File: src/rtl/ptm_pkg.sv
package ptm_pkg;

  localparam int unsigned ADDR_W = 3;

  typedef enum logic [ADDR_W-1:0] {
    A_CTRL  = 3'd0,
    A_OUTEN = 3'd1,
    A_PER0  = 3'd2,
    A_DUTY0 = 3'd3,
    A_PER1  = 3'd4,
    A_DUTY1 = 3'd5
  } ptm_addr_e;

  typedef struct packed {
    logic       clr_sel;
    logic [1:0] psc;
  } ptm_ctrl_t;

  // last prescaler phase for a given code: 4^code - 1
  function automatic logic [5:0] psc_last(input logic [1:0] code);
    logic [6:0] ratio;
    ratio = 7'd1 << (2 * code);
    return 6'(ratio - 7'd1);
  endfunction

  // pin level with normal polarity and duty clamp
  function automatic logic pwm_level(input logic [15:0] cnt,
                                     input logic [15:0] duty,
                                     input logic [15:0] per);
    return (duty >= per) || (cnt < duty);
  endfunction

endpackage

File: src/rtl/ptm_prescaler.sv
module ptm_prescaler #(
  parameter int unsigned PSC_W = 2
) (
  input  logic             clk,
  input  logic             rst_n,
  input  logic             run,
  input  logic [PSC_W-1:0] code,
  output logic             tick
);
  localparam int unsigned DIV_W = 2 * ((1 << PSC_W) - 1);

  logic [DIV_W-1:0] phase;
  logic [DIV_W-1:0] last;

  always_comb begin
    last = '0;
    for (int i = 0; i < (1 << PSC_W); i++) begin
      if (code == PSC_W'(i)) last = DIV_W'((64'd1 << (2 * i)) - 64'd1);
    end
  end

  assign tick = run && (phase == last);

  always_ff @(posedge clk or negedge rst_n) begin
    if (!rst_n)      phase <= '0;
    else if (!run)   phase <= '0;
    else if (tick)   phase <= '0;
    else             phase <= phase + 1'b1;
  end

  AST_NO_BACK_TO_BACK_TICK: assert property (@(posedge clk) disable iff (!rst_n)
    (tick && code != '0 && run) |=> !tick);

endmodule

File: src/rtl/ptm_counter.sv
module ptm_counter #(
  parameter int unsigned CNT_W = 16
) (
  input  logic             clk,
  input  logic             rst_n,
  input  logic             tick,
  input  logic [CNT_W-1:0] period,
  output logic [CNT_W-1:0] count,
  output logic             wrap
);
  assign wrap = tick && (count == period);

  always_ff @(posedge clk or negedge rst_n) begin
    if (!rst_n)     count <= '0;
    else if (wrap)  count <= '0;
    else if (tick)  count <= count + 1'b1;
  end

  AST_WRAP_TO_ZERO: assert property (@(posedge clk) disable iff (!rst_n)
    wrap |=> (count == '0));

  AST_HOLD_WITHOUT_TICK: assert property (@(posedge clk) disable iff (!rst_n)
    !tick |=> $stable(count));

endmodule

File: src/rtl/ptm_output.sv
module ptm_output #(
  parameter int unsigned CNT_W = 16
) (
  input  logic             clk,
  input  logic             rst_n,
  input  logic             run,
  input  logic             wrap,
  input  logic             wr_per,
  input  logic             wr_duty,
  input  logic [CNT_W-1:0] wdata,
  input  logic             en,
  input  logic [CNT_W-1:0] count,
  output logic [CNT_W-1:0] per_act,
  output logic             pin,
  output logic             pin_oe
);
  logic [CNT_W-1:0] per_buf, duty_buf, duty_act;
  logic             load;
  logic             level;

  assign load = !run || wrap;

  always_ff @(posedge clk or negedge rst_n) begin
    if (!rst_n) begin
      per_buf  <= '0;
      duty_buf <= '0;
    end else begin
      if (wr_per)  per_buf  <= wdata;
      if (wr_duty) duty_buf <= wdata;
    end
  end

  always_ff @(posedge clk or negedge rst_n) begin
    if (!rst_n) begin
      per_act  <= '0;
      duty_act <= '0;
    end else if (load) begin
      per_act  <= per_buf;
      duty_act <= duty_buf;
    end
  end

  assign level  = ptm_pkg::pwm_level(count, duty_act, per_act);
  assign pin    = en & level;
  assign pin_oe = en;

  AST_DUTY_FROZEN_MID_CYCLE: assert property (@(posedge clk) disable iff (!rst_n)
    (run && !wrap) |=> $stable(duty_act));

  AST_CLAMPED_HIGH: assert property (@(posedge clk) disable iff (!rst_n)
    (en && duty_act >= per_act) |-> pin);

endmodule

File: src/rtl/ptm_channel.sv
module ptm_channel #(
  parameter int unsigned CNT_W  = 16,
  parameter int unsigned PSC_W  = 2,
  parameter int unsigned ADDR_W = 3
) (
  input  logic              clk,
  input  logic              rst_n,
  input  logic              run,
  input  logic              wr_en,
  input  logic [ADDR_W-1:0] wr_addr,
  input  logic [CNT_W-1:0]  wr_data,
  output logic [1:0]        pwm_o,
  output logic [1:0]        pwm_oe,
  output logic              cfg_err
);
  import ptm_pkg::*;

  localparam int unsigned NOUT = 2;

  logic [PSC_W-1:0] psc_q;
  logic             clr_sel_q;
  logic [NOUT-1:0]  oe_q;
  logic             err_q;
  logic             ctrl_wr;
  logic             tick;
  logic             wrap;
  logic [CNT_W-1:0] count;
  logic [CNT_W-1:0] per_sel;
  logic [CNT_W-1:0] per_act [NOUT];

  assign ctrl_wr = wr_en && (wr_addr == ADDR_W'(A_CTRL));

  always_ff @(posedge clk or negedge rst_n) begin
    if (!rst_n) begin
      psc_q     <= '0;
      clr_sel_q <= 1'b0;
      oe_q      <= '0;
      err_q     <= 1'b0;
    end else begin
      err_q <= ctrl_wr && run;
      if (ctrl_wr && !run) begin
        psc_q     <= wr_data[PSC_W-1:0];
        clr_sel_q <= wr_data[PSC_W];
      end
      if (wr_en && wr_addr == ADDR_W'(A_OUTEN)) oe_q <= wr_data[NOUT-1:0];
    end
  end

  assign cfg_err = err_q;

  ptm_prescaler #(.PSC_W(PSC_W)) u_psc (
    .clk(clk), .rst_n(rst_n), .run(run), .code(psc_q), .tick(tick)
  );

  assign per_sel = clr_sel_q ? per_act[1] : per_act[0];

  ptm_counter #(.CNT_W(CNT_W)) u_cnt (
    .clk(clk), .rst_n(rst_n), .tick(tick), .period(per_sel),
    .count(count), .wrap(wrap)
  );

  for (genvar k = 0; k < NOUT; k++) begin : g_out
    localparam logic [ADDR_W-1:0] PER_ADDR  = ADDR_W'(2 + 2 * k);
    localparam logic [ADDR_W-1:0] DUTY_ADDR = ADDR_W'(3 + 2 * k);
    logic wr_per, wr_duty;
    assign wr_per  = wr_en && (wr_addr == PER_ADDR);
    assign wr_duty = wr_en && (wr_addr == DUTY_ADDR);

    ptm_output #(.CNT_W(CNT_W)) u_out (
      .clk(clk), .rst_n(rst_n), .run(run), .wrap(wrap),
      .wr_per(wr_per), .wr_duty(wr_duty), .wdata(wr_data),
      .en(oe_q[k]), .count(count), .per_act(per_act[k]),
      .pin(pwm_o[k]), .pin_oe(pwm_oe[k])
    );
  end

  AST_CTRL_GUARD: assert property (@(posedge clk) disable iff (!rst_n)
    (ctrl_wr && run) |=> (cfg_err && $stable(psc_q) && $stable(clr_sel_q)));

  AST_ERR_ONLY_ON_REFUSAL: assert property (@(posedge clk) disable iff (!rst_n)
    !(ctrl_wr && run) |=> !cfg_err);

endmodule

File: config.mk
export PLATFORM = sky130hd
export DESIGN_NAME = ptm_channel
export DESIGN_NICKNAME = d
export VERILOG_FILES = /design/src/rtl/ptm_pkg.sv /design/src/rtl/ptm_prescaler.sv /design/src/rtl/ptm_counter.sv /design/src/rtl/ptm_output.sv /design/src/rtl/ptm_channel.sv
export SDC_FILE = /design/constraint.sdc
export NUM_CORES = 1
export LEC_CHECK = 0
export ABC_AREA = 1
export CORE_MARGIN = 8
export CORE_UTILIZATION = 60
export CTS_BUF_LIST = sky130_fd_sc_hd__clkbuf_8
export DETAILED_ROUTE_END_ITERATION = 12
export DONT_BUFFER_PORTS = 1
export PLACE_DENSITY_LB_ADDON = 0.08
export REMOVE_ABC_BUFFERS = 1
export SLEW_MARGIN = 20
export SYNTH_ARGS = -nofsm -noshare
export SYNTH_HDL_FRONTEND = slang
export SYNTH_SLANG_ARGS = --single-unit
File: constraint.sdc
create_clock -name clk -period 1.65 [get_ports clk]
set_input_delay 0.0825 -clock clk [delete_from_list [all_inputs] [get_ports clk]]
set_output_delay 0.0825 -clock clk [all_outputs]
set_load 0.03 [all_outputs]
==> qor.yml <==
timing:
  slew_viol_final: 0
  period_minus_slack_ns: 2.49
  max_freq_mhz: 402
  setup_violations: 82
  hold_violations: 225
  max-slew-margin-rel_pct: 71.4
  layout_setup_ws_ns: -0.836
  skew_ns: 0.0128
  rsz0062_at_grt: "true"
  whs_ns: -0.707
  final.setup.tns_ns: -46.47
  min_period_over_period_pct: 151
  worstMarginPinSlew_ns: 0.430
logic_synthesis:
  synth_area_um2: 8500
  synth.distinct_cells: 29
  synth_compound_area_share_pct: 8.00
  ys_seq_elements: 156
  syn-instance-count: 1092
  synth_mux_area_share_pct: 0
  yosysTopAreaCell: "dfrtp_1"
  synth_area_leaders: "dfrtp_1 46%, nand2_1 16%, ha_1 9.4%"
  yosys_warnings: 0
  synth_fa_ha_area_share_pct: 9.43
  yosys.area.top_type_share_pct: 45.9
  yosys.area_share.xor_xnor_pct: 1.24
  syn_avg_cell_area_um2: 7.78
  synthSimpleGateAreaFrac_pct: 27.1
  seq_area_frac_synth_pct: 45.9
  synth_top_family_by_area: "simple AND/OR/NAND/NOR gates"
floorplanning:
  coreArea_um2: 13900
  io_pins: 28
  die_h_um: 135
  initial_core_util_pct: 61.2
  rows: 43
  die_w_um: 135
  fp.dieArea_um2: 18200
placed_design:
  place.gp.congestion: 0.922
  port_buffers: 0
  dp_cells: 1361
  place_ws_ns: -0.428
  dp_hpwl_um: 14400
  place_area_um2: 9550
grt:
  grtUsageTotal_pct: 28.8
  grt_pass1_vias: 8081
  grt.overflow.total: 0
  grt_max_degree: 157
  grt_pass1_wl_um: 40800
  antenna_found_initial: 0
hold_path:
  hp-class: "input port to async pin"
setup_path:
  cp_max_fo: 2
  crit_type: "register to output pin"
  required_ns: 1.57
  reg2reg_to: "g_out[0].u_out.duty_act[6]"
  rr_worst_depth: 16
  worst-r2r-setup-slack_ns: -0.69
  critPathArrivalTime_ns: 2.40
  critPathLaunchType: "register"
  worst_setup_path_end_kind: "output pin"
  worstReg2RegStart: "clr_sel_q"
  cp-startpoint: "g_out[1].u_out.duty_act[15]"
route:
  wl_um: 27500
  wl_per_cell_um: 19.0
  ant_nets: 0
  vias_per_cell: 5.65
  post-route-drc-count: 0
  num_vias: 8210
  drt_iter0_markers: 787
  drt_pass1_iterations: 5
power_and_ir_drop:
  fin_total_pwr_mw: 13.5
  leakage_nw: 6.26
  powerDensity_nw_per_um2: 1130
  ir_worst_vdd_v: 0.00128
job:
  maxCapViolCount: 0
clock_network:
  h-tree-depth: 4
  clk_latency_ns: 0.47
  clk_pin_slew_ns: 0.10
  cts_root_buffer: "clkbuf_8"
  cts_hold_buf: 25
  numCtsBuffers: 17
  cts_max_path_buffers: 2
  cts_tree: "yes"
  cts.sinks: 156
outcome:
  violations: "hold timing, setup timing"
  status: "finished, violations left"
finish:
  final_core_util_pct: 86.1
  nFillCells: 708
  design_area_um2: 12000
  fin_cells: 1452
  antenna_cells: 0
  area_delta_synth_final_pct: 40.7
  layout.nets: 1346
  drive_gt1_share_pct: 34.2
[per-layer routing]
layer  global-route usage [%]  share of wire (%)
met2                     48.1                 48
met1                     35.1                 40
met3                     5.87                6.1
met4                     13.7                5.3
met5                        0                  0
[cells by family after synthesis]
family                   count (synthesis)
AND/OR/NAND/NOR                        560
XOR/XNOR                                12
flip-flops                             156
buffers and inverters                  170
adder cells (fa/ha/maj)                 64
AO/OA/AOI/OAI                          130
[cell usage after synthesis, drive strengths merged]
cell type and n:
buf 17, or2 1, nor2 61, inv 130, xor2 11, nand2 374, dfrtp 156, nand3b 6
o21bai 2, clkbuf 23, a21boi 4, o21a 3, nor3 12, o21ai 90, ha 64, nand3 100
nand4 4, a21o 2, a31oi 1, a21oi 28, nor4b 2, xnor2 1
[state kept, by name, indices dropped and copies added (netlist names)]
signal / flops
g_out.u_out.duty_buf: 32
clr_sel_q: 1
u_psc.phase: 6
psc_q: 2
g_out.u_out.per_act: 32
g_out.u_out.per_buf: 32
cfg_err: 1
g_out.u_out.duty_act: 32
oe_q: 2
u_cnt.count: 16
[area by class of cell]
class / count / area [µm²] / area share [%]
multi-input cells: 766 / 4940 / 41.4
flip-flops and latches: 156 / 3910 / 32.7
repair buffers: 188 / 1960 / 16.4
inverters: 130 / 500 / 4.19
clock buffers: 19 / 262 / 2.19
well taps: 180 / 225 / 1.88
clock inverters: 13 / 153 / 1.28
[cells in the final DEF, fill, tap and decap left out, types with 4 or more instances in the layout]
cell type and n:
a21oi_1 25, buf_12 17, buf_16 10, buf_4 123, buf_6 10, clkbuf_8 19, dfrtp_1 155, dlygate4sd3_1 24
ha_1 62, inv_1 127, inv_6 4, nand2_1 239, nand2_2 93, nand2_4 41, nand3_1 42, nand3_2 55
nand3b_1 6, nand4_1 4, nor2_1 37, nor2_2 19, nor2_4 5, nor3_1 12, o21ai_0 81, o21ai_2 4
xor2_1 9
[worst max-delay path by stage]
stage               cells after the start  slack (ns)                         end
finish                                  9       -0.84                    pwm_o[1]
global route                           10       -0.93                    pwm_o[1]
CTS                                    10       -0.70                    pwm_o[1]
detailed placement                     10       -0.43              u_cnt.count[2]
global placement                       10       -0.43             u_cnt.count[11]
floorplan                              12       -1.37  g_out[0].u_out.duty_act[0]
[power by group]
part	leakage (nW)	internal (mW)	switching (mW)	total, mW
sequential	1.98	4.51	0.663	5.17
clock	0.206	1.46	1.61	3.07
combinational	4.07	2.43	2.88	5.31
total	6.26	8.39	5.15	13.5
[worst max-delay path: stages (launching register included)]
cell      delay [ns]
dfrtp_1         0.40
ha_1            0.33
nand2_1         0.09
nor2_1          0.15
buf_4           0.17
nand2_2         0.10
nor4b_4         0.28
nor2_1          0.10
a21boi_2        0.16
buf_6           0.15
[what timing repair did]
action | CTS | global route
setup buffers | 35 | 8
gates resized for setup | 153 | 199
pin swaps | 36 | 89
gates cloned | 16 | 1
endpoints found under the setup margin | 82 | 87
endpoints found under the hold margin | 296 | 224
(Power assumes the default switching activity.)
